**config.mk**
```make
export PLATFORM = sky130hd
export DESIGN_NAME = pci_master_seq
export DESIGN_NICKNAME = d
export VERILOG_FILES = /design/src/rtl/pci_mseq_pkg.sv /design/src/rtl/pci_mseq_fsm.sv /design/src/rtl/pci_mseq_devsel.sv /design/src/rtl/pci_mseq_lock.sv /design/src/rtl/pci_mseq_drive.sv /design/src/rtl/pci_master_seq.sv
export SDC_FILE = /design/constraint.sdc
export NUM_CORES = 1
export LEC_CHECK = 0
export BUFFER_PORTS_ARGS = -buffer_cell sky130_fd_sc_hd__buf_2
export CORE_MARGIN = 10
export CORE_UTILIZATION = 35
export CTS_CLUSTER_DIAMETER = 60
export DETAILED_ROUTE_END_ITERATION = 7
export PLACE_DENSITY_LB_ADDON = 0.1
export RECOVER_POWER = 50
export SLEW_MARGIN = 20
export SYNTH_ARGS = -nofsm -noshare
export SYNTH_HDL_FRONTEND = slang
export SYNTH_SLANG_ARGS = --single-unit
```
**constraint.sdc**
```tcl
create_clock -name clk_i -period 2.5 [get_ports clk_i]
set_input_delay 0.75 -clock clk_i [delete_from_list [all_inputs] [get_ports clk_i]]
set_output_delay 0.75 -clock clk_i [all_outputs]
set_load 0.05 [all_outputs]
```
**src/rtl/pci_mseq_pkg.sv**
```systemverilog
package pci_mseq_pkg;
  typedef enum logic [2:0] {
    MS_IDLE = 3'd0,
    MS_ADDR = 3'd1,
    MS_XFER = 3'd2,
    MS_TURN = 3'd3,
    MS_HALT = 3'd4,
    MS_PARK = 3'd5
  } mseq_state_e;
endpackage

```
**src/rtl/pci_mseq_fsm.sv**
```systemverilog
module pci_mseq_fsm
  import pci_mseq_pkg::*;
(
  input  logic        clk_i,
  input  logic        rst_ni,
  input  logic        req_i,
  input  logic        step_i,
  input  logic        gnt_ni,
  input  logic        frame_ni,
  input  logic        irdy_ni,
  input  logic        trdy_ni,
  input  logic        stop_ni,
  input  logic        dev_to_i,
  input  logic        prev_write_i,
  input  logic        same_tgt_i,
  input  logic        fb2b_en_i,
  output mseq_state_e state_o,
  output logic        halt_prev_o
);
  mseq_state_e state_q, state_d;
  logic        start_ok, xfer_hold, xfer_stop, xfer_b2b;

  assign start_ok  = req_i & ~step_i;
  assign xfer_hold = ~frame_ni | (trdy_ni & stop_ni & ~dev_to_i);
  assign xfer_stop = frame_ni & (~stop_ni | dev_to_i);
  assign xfer_b2b  = start_ok & ~gnt_ni & frame_ni & ~trdy_ni & stop_ni &
                     prev_write_i & (same_tgt_i | fb2b_en_i);

  always_comb begin
    state_d = state_q;
    unique case (state_q)
      MS_IDLE: if (!gnt_ni && frame_ni && irdy_ni)
                 state_d = start_ok ? MS_ADDR : MS_PARK;
      MS_ADDR: state_d = MS_XFER;
      MS_XFER: begin
        if (xfer_hold)      state_d = MS_XFER;
        else if (xfer_stop) state_d = MS_HALT;
        else if (xfer_b2b)  state_d = MS_ADDR;
        else                state_d = MS_TURN;
      end
      MS_TURN, MS_PARK: begin
        if (gnt_ni)        state_d = MS_IDLE;
        else if (start_ok) state_d = MS_ADDR;
        else               state_d = MS_PARK;
      end
      MS_HALT: state_d = gnt_ni ? MS_IDLE : MS_PARK;
      default: state_d = MS_IDLE;
    endcase
  end

  always_ff @(posedge clk_i or negedge rst_ni) begin
    if (!rst_ni) begin
      state_q     <= MS_IDLE;
      halt_prev_o <= 1'b0;
    end else begin
      state_q     <= state_d;
      halt_prev_o <= (state_q == MS_HALT);
    end
  end

  assign state_o = state_q;
endmodule

```
**src/rtl/pci_mseq_devsel.sv**
```systemverilog
module pci_mseq_devsel
  import pci_mseq_pkg::*;
#(
  parameter int unsigned LIMIT = 5
) (
  input  logic        clk_i,
  input  logic        rst_ni,
  input  mseq_state_e state_i,
  input  logic        devsel_ni,
  output logic        timeout_o
);
  localparam int unsigned CW = $clog2(LIMIT + 1);
  localparam logic [CW-1:0] CMAX = CW'(LIMIT);

  logic [CW-1:0] cnt_q;
  logic          seen_q;

  always_ff @(posedge clk_i or negedge rst_ni) begin
    if (!rst_ni) begin
      cnt_q  <= '0;
      seen_q <= 1'b0;
    end else if (state_i == MS_ADDR) begin
      cnt_q  <= '0;
      seen_q <= 1'b0;
    end else if (state_i == MS_XFER) begin
      if (cnt_q != CMAX) cnt_q <= cnt_q + 1'b1;
      seen_q <= seen_q | ~devsel_ni;
    end
  end

  // data clocks 1..LIMIT are allowed for the claim
  assign timeout_o = (state_i == MS_XFER) & ~seen_q & (cnt_q == CMAX);
endmodule

```
**src/rtl/pci_mseq_lock.sv**
```systemverilog
module pci_mseq_lock (
  input  logic clk_i,
  input  logic rst_ni,
  input  logic req_i,
  input  logic locked_req_i,
  input  logic gnt_ni,
  input  logic frame_ni,
  input  logic irdy_ni,
  input  logic lock_ni,
  output logic owned_o,
  output logic busy_o
);
  logic own_q, own_d, busy_q, busy_d;

  assign own_d = (lock_ni & frame_ni & irdy_ni & ~gnt_ni & req_i & locked_req_i) |
                 (own_q & (~frame_ni | ~lock_ni));

  always_comb begin
    if (busy_q) busy_d = ~(lock_ni & frame_ni);
    else        busy_d = ~lock_ni & ~own_q;
  end

  always_ff @(posedge clk_i or negedge rst_ni) begin
    if (!rst_ni) begin
      own_q  <= 1'b0;
      busy_q <= 1'b0;
    end else begin
      own_q  <= own_d;
      busy_q <= busy_d;
    end
  end

  assign owned_o = own_q;
  assign busy_o  = busy_q;
endmodule

```
**src/rtl/pci_mseq_drive.sv**
```systemverilog
module pci_mseq_drive
  import pci_mseq_pkg::*;
#(
  parameter int unsigned AD_W  = 32,
  parameter int unsigned CBE_W = 4
) (
  input  logic             clk_i,
  input  logic             rst_ni,
  input  mseq_state_e      state_i,
  input  logic             halt_prev_i,
  input  logic             dev_to_i,
  input  logic             owned_i,
  input  logic             busy_i,
  input  logic             req_i,
  input  logic             step_i,
  input  logic             last_phase_i,
  input  logic             ready_i,
  input  logic             locked_req_i,
  input  logic             lat_expired_i,
  input  logic             cmd_write_i,
  input  logic             perr_report_i,
  input  logic [AD_W-1:0]  ad_i,
  input  logic [CBE_W-1:0] cbe_ni,
  input  logic             gnt_ni,
  input  logic             frame_ni,
  input  logic             irdy_ni,
  input  logic             stop_ni,
  input  logic             devsel_ni,
  input  logic             lock_ni,
  output logic             req_no,
  output logic             frame_no,
  output logic             frame_oe_o,
  output logic             irdy_no,
  output logic             irdy_oe_o,
  output logic             lock_no,
  output logic             lock_oe_o,
  output logic             cbe_oe_o,
  output logic             ad_oe_o,
  output logic             park_addr_o,
  output logic             par_o,
  output logic             par_oe_o,
  output logic             perr_no,
  output logic             perr_oe_o,
  output logic             master_abort_o,
  output logic             target_abort_o
);
  logic in_addr, in_xfer, in_park, in_halt;
  logic frame_keep, lock_drv, req_want;
  logic irdy_oe_q, lock_oe_q, par_oe_q, par_q, perr_q;

  assign in_addr = (state_i == MS_ADDR);
  assign in_xfer = (state_i == MS_XFER);
  assign in_park = (state_i == MS_PARK);
  assign in_halt = (state_i == MS_HALT);

  assign frame_keep = (~last_phase_i & (~lat_expired_i | ~gnt_ni) & stop_ni) | ~ready_i;
  assign frame_no   = ~(in_addr | (in_xfer & ~dev_to_i & frame_keep));
  assign irdy_no    = ~(in_xfer & (ready_i | dev_to_i));

  assign master_abort_o = in_xfer & dev_to_i;
  assign target_abort_o = in_xfer & ~stop_ni & devsel_ni & frame_ni & ~irdy_ni;

  // locked request waits for a free monitor; quiet for two clocks after a stop
  assign req_want = req_i & (~locked_req_i | ~busy_i);
  assign req_no   = ~(req_want & ~(in_halt | halt_prev_i));

  assign frame_oe_o  = in_addr | in_xfer;
  assign cbe_oe_o    = in_addr | in_xfer | in_park;
  assign ad_oe_o     = in_addr | (in_xfer & cmd_write_i) | in_park;
  assign park_addr_o = in_park & step_i & req_i;
  assign irdy_oe_o   = irdy_oe_q;

  assign lock_drv  = owned_i & in_xfer;
  assign lock_no   = ~lock_drv;
  assign lock_oe_o = lock_drv | (lock_oe_q & (~frame_ni | ~lock_ni));

  assign par_o     = par_q;
  assign par_oe_o  = par_oe_q;
  assign perr_no   = ~perr_report_i;
  assign perr_oe_o = perr_report_i | perr_q;

  always_ff @(posedge clk_i or negedge rst_ni) begin
    if (!rst_ni) begin
      irdy_oe_q <= 1'b0;
      lock_oe_q <= 1'b0;
      par_oe_q  <= 1'b0;
      par_q     <= 1'b0;
      perr_q    <= 1'b0;
    end else begin
      irdy_oe_q <= in_addr | in_xfer;
      lock_oe_q <= lock_oe_o;
      par_oe_q  <= ad_oe_o;
      par_q     <= ^{ad_i, cbe_ni};
      perr_q    <= perr_report_i;
    end
  end
endmodule

```
**src/rtl/pci_master_seq.sv**
```systemverilog
module pci_master_seq
  import pci_mseq_pkg::*;
#(
  parameter int unsigned AD_W         = 32,
  parameter int unsigned CBE_W        = 4,
  parameter int unsigned DEVSEL_LIMIT = 5
) (
  input  logic             clk_i,
  input  logic             rst_ni,
  input  logic             req_i,
  input  logic             step_i,
  input  logic             last_phase_i,
  input  logic             ready_i,
  input  logic             locked_req_i,
  input  logic             prev_write_i,
  input  logic             same_tgt_i,
  input  logic             fb2b_en_i,
  input  logic             lat_expired_i,
  input  logic             cmd_write_i,
  input  logic             perr_report_i,
  input  logic [AD_W-1:0]  ad_i,
  input  logic [CBE_W-1:0] cbe_ni,
  input  logic             gnt_ni,
  input  logic             frame_ni,
  input  logic             irdy_ni,
  input  logic             trdy_ni,
  input  logic             stop_ni,
  input  logic             devsel_ni,
  input  logic             lock_ni,
  output logic             req_no,
  output logic             frame_no,
  output logic             frame_oe_o,
  output logic             irdy_no,
  output logic             irdy_oe_o,
  output logic             lock_no,
  output logic             lock_oe_o,
  output logic             cbe_oe_o,
  output logic             ad_oe_o,
  output logic             park_addr_o,
  output logic             par_o,
  output logic             par_oe_o,
  output logic             perr_no,
  output logic             perr_oe_o,
  output logic             master_abort_o,
  output logic             target_abort_o
);
  mseq_state_e state_w;
  logic        halt_prev_w, dev_to_w, owned_w, busy_w;

  pci_mseq_fsm u_fsm (
    .clk_i        (clk_i),
    .rst_ni       (rst_ni),
    .req_i        (req_i),
    .step_i       (step_i),
    .gnt_ni       (gnt_ni),
    .frame_ni     (frame_ni),
    .irdy_ni      (irdy_ni),
    .trdy_ni      (trdy_ni),
    .stop_ni      (stop_ni),
    .dev_to_i     (dev_to_w),
    .prev_write_i (prev_write_i),
    .same_tgt_i   (same_tgt_i),
    .fb2b_en_i    (fb2b_en_i),
    .state_o      (state_w),
    .halt_prev_o  (halt_prev_w)
  );

  pci_mseq_devsel #(.LIMIT(DEVSEL_LIMIT)) u_devsel (
    .clk_i     (clk_i),
    .rst_ni    (rst_ni),
    .state_i   (state_w),
    .devsel_ni (devsel_ni),
    .timeout_o (dev_to_w)
  );

  pci_mseq_lock u_lock (
    .clk_i        (clk_i),
    .rst_ni       (rst_ni),
    .req_i        (req_i),
    .locked_req_i (locked_req_i),
    .gnt_ni       (gnt_ni),
    .frame_ni     (frame_ni),
    .irdy_ni      (irdy_ni),
    .lock_ni      (lock_ni),
    .owned_o      (owned_w),
    .busy_o       (busy_w)
  );

  pci_mseq_drive #(.AD_W(AD_W), .CBE_W(CBE_W)) u_drive (
    .clk_i          (clk_i),
    .rst_ni         (rst_ni),
    .state_i        (state_w),
    .halt_prev_i    (halt_prev_w),
    .dev_to_i       (dev_to_w),
    .owned_i        (owned_w),
    .busy_i         (busy_w),
    .req_i          (req_i),
    .step_i         (step_i),
    .last_phase_i   (last_phase_i),
    .ready_i        (ready_i),
    .locked_req_i   (locked_req_i),
    .lat_expired_i  (lat_expired_i),
    .cmd_write_i    (cmd_write_i),
    .perr_report_i  (perr_report_i),
    .ad_i           (ad_i),
    .cbe_ni         (cbe_ni),
    .gnt_ni         (gnt_ni),
    .frame_ni       (frame_ni),
    .irdy_ni        (irdy_ni),
    .stop_ni        (stop_ni),
    .devsel_ni      (devsel_ni),
    .lock_ni        (lock_ni),
    .req_no         (req_no),
    .frame_no       (frame_no),
    .frame_oe_o     (frame_oe_o),
    .irdy_no        (irdy_no),
    .irdy_oe_o      (irdy_oe_o),
    .lock_no        (lock_no),
    .lock_oe_o      (lock_oe_o),
    .cbe_oe_o       (cbe_oe_o),
    .ad_oe_o        (ad_oe_o),
    .park_addr_o    (park_addr_o),
    .par_o          (par_o),
    .par_oe_o       (par_oe_o),
    .perr_no        (perr_no),
    .perr_oe_o      (perr_oe_o),
    .master_abort_o (master_abort_o),
    .target_abort_o (target_abort_o)
  );
endmodule

```
==> qor.yml, run 1 <==
drt:
  finalWirelength_um: 3610
  first_iter_violations: 84
  wire_per_inst_um: 14.16
  drc: 0
  num_vias: 1202
  antenna_left: 0
  firstDrtPassIters: 4
  vias_per_cell: 4.714
yosys:
  post-synth-top-count-cell: "xnor2_1"
  ys.flop_type: "dfrtp_1"
  netlist.top_cell.by_area: "dfrtp_1"
  synth_area_leaders: "dfrtp_1, xnor2_1, nand2_1, o21ai_0, xor2_1"
  syn_avg_cell_area_um2: 8.542
  synth_cell_types: 28
  yosys_warnings: 0
  synth_fp_nets: 191
  synthTopCellsByCount: "xnor2_1, nand2_1, dfrtp_1, o21ai_0, nor2_1"
  synth-edff-count: 0
  synthesis.area_um2: 1136
  synth_top_area_frac: 0.3304
  yosysSeqAreaShare: 0.3304
  synthArstFlopShare: 1.000
  synth-seq-cells: 15
  synthCells: 133
cts:
  cts_buffers: 3
  cts_hold_buf: 0
  cts.htree.levels: 1
  cts_tree: "yes"
  clock_latency_ns: 0.30
  clk_pin_slew_worst_paths_ns: 0.09
  clk_path_buf_depth: 2
  cts_sinks: 15
  cts-root-buf: "clkbuf_4"
sta:
  finalHoldViolations: 0
  worstMarginPinSlew_ns: 0.8705
  slew_viol_final: 0
  relSlewSlack: 0.4197
  finalCriticalPeriod_ns: 2.411
  clock_skew_ns: 0.008121
  max_clock_freq_mhz: 414.8
  setup_violations: 0
  finalCritPeriodShare: 0.9643
power_and_ir_drop:
  power_switching_mw: 0.7836
  ir_drop_mv: 0.5080
  p_comb_frac: 0.634
  power_density_nw_per_um2: 945.6
  leakage_nw: 0.7964
  pwr-share-seq: 0.270
  clkPwrFrac: 0.096
  p_int_mw: 0.7758
  swShare: 0.5025
global_route:
  grt_max_degree: 16
  grt_pass1_vias: 1285
  grtUsageTotal: 0.1215
  grt_pass1_wl_um: 5885
  antenna_found_initial: 0
  grt-ovfl-total: 0
place:
  portBuffers: 71
  dpl_cell_area_um2: 1569
  dpl.hpwl_um: 3053
  dp_cells: 248
  gp_congestion: 0.8405
run:
  drv_cap: 0
setup_path:
  start_kind: "flop"
  end_kind: "primary output"
  arrival_ns: 1.66
  worst-path-max-fanout: 13
  criticalPathCategory: "reg -> out"
  r2r_slack_ns: 0.85
  cp.required_ns: 1.75
die:
  core_um2: 3078
  io_pins: 72
  rows: 20
  start_util: 0.3691
  dieArea_um2: 5925
  die_x_um: 76.98
  die_h_um: 76.98
hold_path:
  hold_class: "reg -> reg"
finish:
  utilization: 0.5358
  final-instance-count-excl-fill: 255
  antenna_cells: 0
  syn2layout_area_growth_pct: 45.15
  nNetsFinal: 270
  final_cell_area_um2: 1649
  drive_gt1_frac: 0.4171
run_status:
  status: "finished, final reports clean"
## critical path, stage by stage (launching register included)
cell and delay (ns):
dfrtp_2 0.52, or3_1 0.47, nand4b_1 0.11, buf_2 0.26
## cell type report
cell class / instances / area [um2]
clock inverter: 1 / 5.005
clock buffer: 3 / 22.52
multi-input combinational: 110 / 758.2
inverter: 5 / 18.77
sequential: 15 / 379.1
fill: 317 / 1429
timing repair buffer: 77 / 410.4
tap: 44 / 55.05
## path summary, 6_finish.rpt
path                              startpoint                 to  depth (start not counted)
max in group asynchronous             rst_ni   u_fsm.state_o[0]                          1
min in group asynchronous             rst_ni      u_drive.par_o                          1
hold reg to reg            u_drive.lock_oe_q  u_drive.lock_oe_q                          2
hold / removal             u_drive.lock_oe_q  u_drive.lock_oe_q                          2
setup / recovery            u_fsm.state_o[0]             req_no                          3
setup reg to reg           u_devsel.cnt_q[1]   u_fsm.state_o[1]                          8
## kinds of logic after synthesis
family / after synthesis / share of synthesized area
AND/OR/NAND/NOR: 47 / 0.1971
flip-flops: 15 / 0.3304
AO/OA/AOI/OAI: 26 / 0.1421
buffers and inverters: 8 / 0.02643
XOR/XNOR: 35 / 0.2819
adder cells (fa/ha/maj): 2 / 0.02202
## placed cells by master, fill, tap and decap left out, types with 2 or more instances in the layout
| cell | synthesis | layout |
|---|---|---|
| dfrtp_1 | 15 | 12 |
| nand2_1 | 21 | 20 |
| a21oi_1 | 3 | 3 |
| o21ai_0 | 11 | 10 |
| nand2b_1 | 3 | 3 |
| nand3_1 | 2 | 2 |
| xor2_1 | 4 | 4 |
| buf_2 | 0 | 64 |
| nor2_1 | 9 | 9 |
| nand3b_1 | 2 | 2 |
| nor3_1 | 3 | 2 |
| a21o_1 | 2 | 2 |
| inv_1 | 5 | 5 |
| clkbuf_4 | 0 | 6 |
| a31oi_1 | 4 | 4 |
| xnor2_1 | 30 | 30 |
| clkbuf_1 | 2 | 3 |
| buf_4 | 0 | 6 |
| dfrtp_2 | 0 | 3 |
| a22o_1 | 3 | 3 |
## what timing repair did
| item | 4_1_cts | 5_1_grt |
|---|---|---|
| gates resized for setup | 4 | 8 |
| endpoints found under the setup margin | 4 | 6 |
| setup buffers | 1 | 2 |
| pin swaps | 0 | 1 |
## routing by layer
layer | share of wire | global-route usage | vias to the layer above | wire length (um)
met4 | 0.0094 | 0.04015 | 0 | 34
met3 | 0.097 | 0.05594 | 5 | 351
li1 | - | - | 605 | -
met2 | 0.47 | 0.2032 | 54 | 1685
met5 | 0 | 0 | - | 0
met1 | 0.43 | 0.1331 | 538 | 1538
## power groups by stage
stage	clock network, mW	registers (mW)	logic (mW)
detailed placement	0	0.416	0.932
CTS	0.156	0.409	0.961
finish	0.149	0.422	0.988
floorplan	0	0.455	0.643
global route	0.162	0.437	1.09
global placement	0	0.412	0.919
## per-stage QoR
| step | power [mW] | worst slack [ns] | hold WS [ns] | TNS (ns) |
|---|---|---|---|---|
| floorplan | 1.098 | -0.09165 | 0.4495 | -0.09973 |
| global placement | 1.332 | 0.1286 | 0.4553 | 0 |
| detailed placement | 1.348 | 0.1272 | 0.4693 | 0 |
| CTS | 1.525 | 0.01580 | 0.3514 | 0 |
| global route | 1.690 | -0.0005110 | 0.5090 | -0.0005110 |
| finish | 1.559 | 0.08922 | 0.4843 | 0 |
No activity file was read; power rests on OpenSTA's default activity.
==> run 2: changes to the inputs <==
--- a/config.mk
+++ b/config.mk
@@ -5,6 +5,7 @@
 export SDC_FILE = /design/constraint.sdc
 export NUM_CORES = 1
 export LEC_CHECK = 0
+export ABC_AREA = 1
 export BUFFER_PORTS_ARGS = -buffer_cell sky130_fd_sc_hd__buf_2
 export CORE_MARGIN = 10
 export CORE_UTILIZATION = 35
==> run 2 against run 1 <==
  * Routed wire length up 18%
  * Combinational power decreased by 11%
  * First-iteration DRC count down 2.4%
  * Power shrank 7.5%
  * Critical path type unchanged
  * Largest power group unchanged
  * Highest routed layer unchanged
==> qor.yml, run 2 <==
sta:
  setup_violations: 0  # unchanged
  slew_viol_final: 0  # unchanged
  clock_skew_ns: 0.0006949  # was 0.008121 ns
  max_clock_freq_mhz: 429.5  # was 414.8 MHz
  setup_tns_ns: 0  # unchanged
  rsz0062_at_grt: "false"
  finalCritPeriodShare: 0.9314  # was 0.9643
  finalCriticalPeriod_ns: 2.328  # was 2.411 ns
  worstMarginPinSlew_ns: 0.8197  # was 0.8705 ns
  finalHoldViolations: 0  # unchanged
  relSlewSlack: 0.4535  # was 0.4197
yosys:
  synthesis.area_um2: 1675  # was 1136 um2
  synth_top_area_frac: 0.4302  # was 0.3304
  netlist.top_cell.by_area: "nand2_1"  # was dfrtp_1
  yosysSeqAreaShare: 0.2240  # was 0.3304
  yosys_warnings: 0  # unchanged
  synthCells: 320  # was 133
  synthTopCellsByCount: "nand2_1, inv_1, dfrtp_1, nand3_1, nor2_1"  # was xnor2_1, nand2_1, dfrtp_1, o21ai_0, nor2_1
  synth_fp_nets: 378  # was 191
  synth_area_leaders: "nand2_1, dfrtp_1, inv_1, nand3_1, nor2_1"  # was dfrtp_1, xnor2_1, nand2_1, o21ai_0, xor2_1
  synth_cell_types: 26  # was 28
  post-synth-top-count-cell: "nand2_1"  # was xnor2_1
  synth-edff-count: 0  # unchanged
  synthArstFlopShare: 1.000  # unchanged
  synth-seq-cells: 15  # unchanged
  ys.flop_type: "dfrtp_1"  # unchanged
  syn_avg_cell_area_um2: 5.235  # was 8.542 um2
die:
  core_um2: 4692  # was 3078 um2
  dieArea_um2: 7954  # was 5925 um2
  die_x_um: 89.19  # was 76.98 um
  io_pins: 72  # unchanged
  start_util: 0.3571  # was 0.3691
  die_h_um: 89.19  # was 76.98 um
  rows: 25  # was 20
setup_path:
  path_depth: 7  # was 3
  arrival_ns: 1.58  # was 1.66 ns
  crit_family: "flip-flops"  # was simple AND/OR/NAND/NOR gates
  r2r_slack_ns: 1.07  # was 0.85 ns
  slowest_stage: "dfrtp_1"  # was dfrtp_2
  crit_path_max_incr_delay_ns: 0.40  # was 0.52 ns
  crit_chain: "inv_1 -> ha_1 -> nand2_1 -> nor2_2 -> nand2_4 -> a21oi_1 -> buf_2"  # was or3_1 -> nand4b_1 -> buf_2
  r2r_end: "u_fsm.state_o[0]"  # was u_fsm.state_o[1]
  start_kind: "flop"  # unchanged
  critPathBufInv: 2  # was 1
  worst-path-max-fanout: 4  # was 13
  endpoint: "frame_no"  # was req_no
  cp.required_ns: 1.75  # about the same
  rr_worst_depth: 6  # was 8
  crit_path_start: "u_devsel.cnt_q[1]"  # was u_fsm.state_o[0]
  worstReg2RegStart: "u_fsm.state_o[0]"  # was u_devsel.cnt_q[1]
  criticalPathCategory: "reg -> out"  # unchanged
  end_kind: "primary output"  # unchanged
finish:
  final_common_cell: "nand2_1"  # was buf_2
  utilization: 0.4584  # was 0.5358
  syn2layout_area_growth_pct: 28.38  # was 45.15%
  final_cell_mix: "nand2_1, buf_2, inv_1, dfrtp_1, nand3_1"  # was buf_2, xnor2_1, nand2_1, dfrtp_1, o21ai_0
  antenna_cells: 0  # unchanged
  final_cell_area_um2: 2151  # was 1649 um2
  nNetsFinal: 455  # was 270
  drive_gt1_frac: 0.2298  # was 0.4171
power_and_ir_drop:
  leakage_nw: 1.441  # was 0.7964 nW
  power_density_nw_per_um2: 671.0  # was 945.6 nW/um2
  ir_drop_mv: 0.5876  # was 0.5080 mV
  totalPowerFinal_mw: 1.443  # was 1.559 mW
drt:
  first_iter_violations: 82  # was 84
  drc: 0  # unchanged
  wire_per_inst_um: 9.451  # was 14.16 um
  vias_per_cell: 4.471  # was 4.714
  num_vias: 2012  # was 1202
  antenna_left: 0  # unchanged
  firstDrtPassIters: 4  # unchanged
  finalWirelength_um: 4253  # was 3610 um
global_route:
  grt-ovfl-total: 0  # unchanged
  grtUsageTotal: 0.1091  # was 0.1215
  antenna_found_initial: 0  # unchanged
  grt_pass1_wl_um: 7327  # was 5885 um
  grt_pass1_vias: 1850  # was 1285
  grt_max_degree: 16  # unchanged
cts:
  cts-root-buf: "clkbuf_8"  # was clkbuf_4
  clk_path_buf_depth: 2  # unchanged
  post_cts_buffers: 0  # was 1
  clk_pin_slew_worst_paths_ns: 0.06  # was 0.09 ns
  cts_hold_buf: 0  # unchanged
  cts.htree.levels: 1  # unchanged
  cts_sinks: 15  # unchanged
  cts_tree: "yes"  # unchanged
  cts_buffers: 3  # unchanged
  clock_latency_ns: 0.25  # was 0.30 ns
run:
  drv_cap: 0  # unchanged
place:
  dpl_cell_area_um2: 2111  # was 1569 um2
  portBuffers: 71  # unchanged
  dpl.hpwl_um: 3787  # was 3053 um
  gp_congestion: 0.8876  # was 0.8405
run_status:
  status: "finished, final reports clean"  # unchanged
hold_path:
  hold_class: "reg -> reg"  # unchanged
## run 2: cell types whose count changed after synthesis, sizes merged, moves of 4 or more
cell | before | now
a21oi | 3 | 7
o21ai | 11 | 6
nor2 | 9 | 15
nand3 | 2 | 14
xnor2 | 30 | 2
inv | 5 | 50
nand2 | 21 | 196
## run 2: worst min path at each step
stage / start / depth (start not counted) / to / slack [ns]
global route: u_devsel.cnt_q[2] / 1 / u_devsel.cnt_q[2] / 0.51
global placement: u_drive.lock_oe_q / 2 / u_drive.lock_oe_q / 0.46
floorplan: u_devsel.cnt_q[2] / 1 / u_devsel.cnt_q[2] / 0.44
detailed placement: u_devsel.cnt_q[2] / 1 / u_devsel.cnt_q[2] / 0.48
CTS: rst_ni / 1 / u_drive.perr_q / 0.40
finish: u_devsel.cnt_q[2] / 1 / u_devsel.cnt_q[2] / 0.49
## run 2: area by class of cell
type                       instances  area, um2
clock buffer                       3      41.29
clock inverter                     1      5.005
fill                             528       2541
inverter                          50      187.7
multi-input combinational        255       1115
sequential                        15      375.4
tap                               54      67.56
timing repair buffer              72      359.1
## run 2: layer usage
layer	vias to the layer above	global-route usage	routed length [um]
met1	851	0.1351	1964
met4	0	0.03324	20
met2	47	0.1828	2009
li1	1112	-	-
met3	2	0.02461	260
met5	-	0	0
## run 2: cell families (layout without fill, tap and decap cells)
kind of cell / Yosys count / after routing / synth area share
xor+xnor: 4 / 4 / 0.02091
buf+inv: 50 / 126 / 0.1120
flops: 15 / 15 / 0.2240
compound gates: 17 / 17 / 0.06050
simple gates: 232 / 232 / 0.5676
fa+ha+maj: 2 / 2 / 0.01493
## run 2: power by group
part,switching [mW],internal [mW],total (mW)
clock network,0.0886,0.110,0.199
logic,0.627,0.253,0.880
registers,0.0463,0.318,0.364
## run 2: through the flow
step | setup WS (ns) | std cells | hold slack (ns)
4_1_cts | 0.07788 | 450 | 0.4043
2_1_floorplan | 0.06313 | 320 | 0.4397
6_report | 0.1716 | 450 | 0.4882
5_1_grt | 0.02299 | 450 | 0.5091
3_5_place_dp | 0.2818 | 446 | 0.4828
3_3_place_gp | 0.2877 | 446 | 0.4647
## run 2: repair_timing
item                                    4_1_cts  5_1_grt
hold endpoints to repair                      0        0
resized for setup                             0        1
endpoints found under the setup margin        0        1
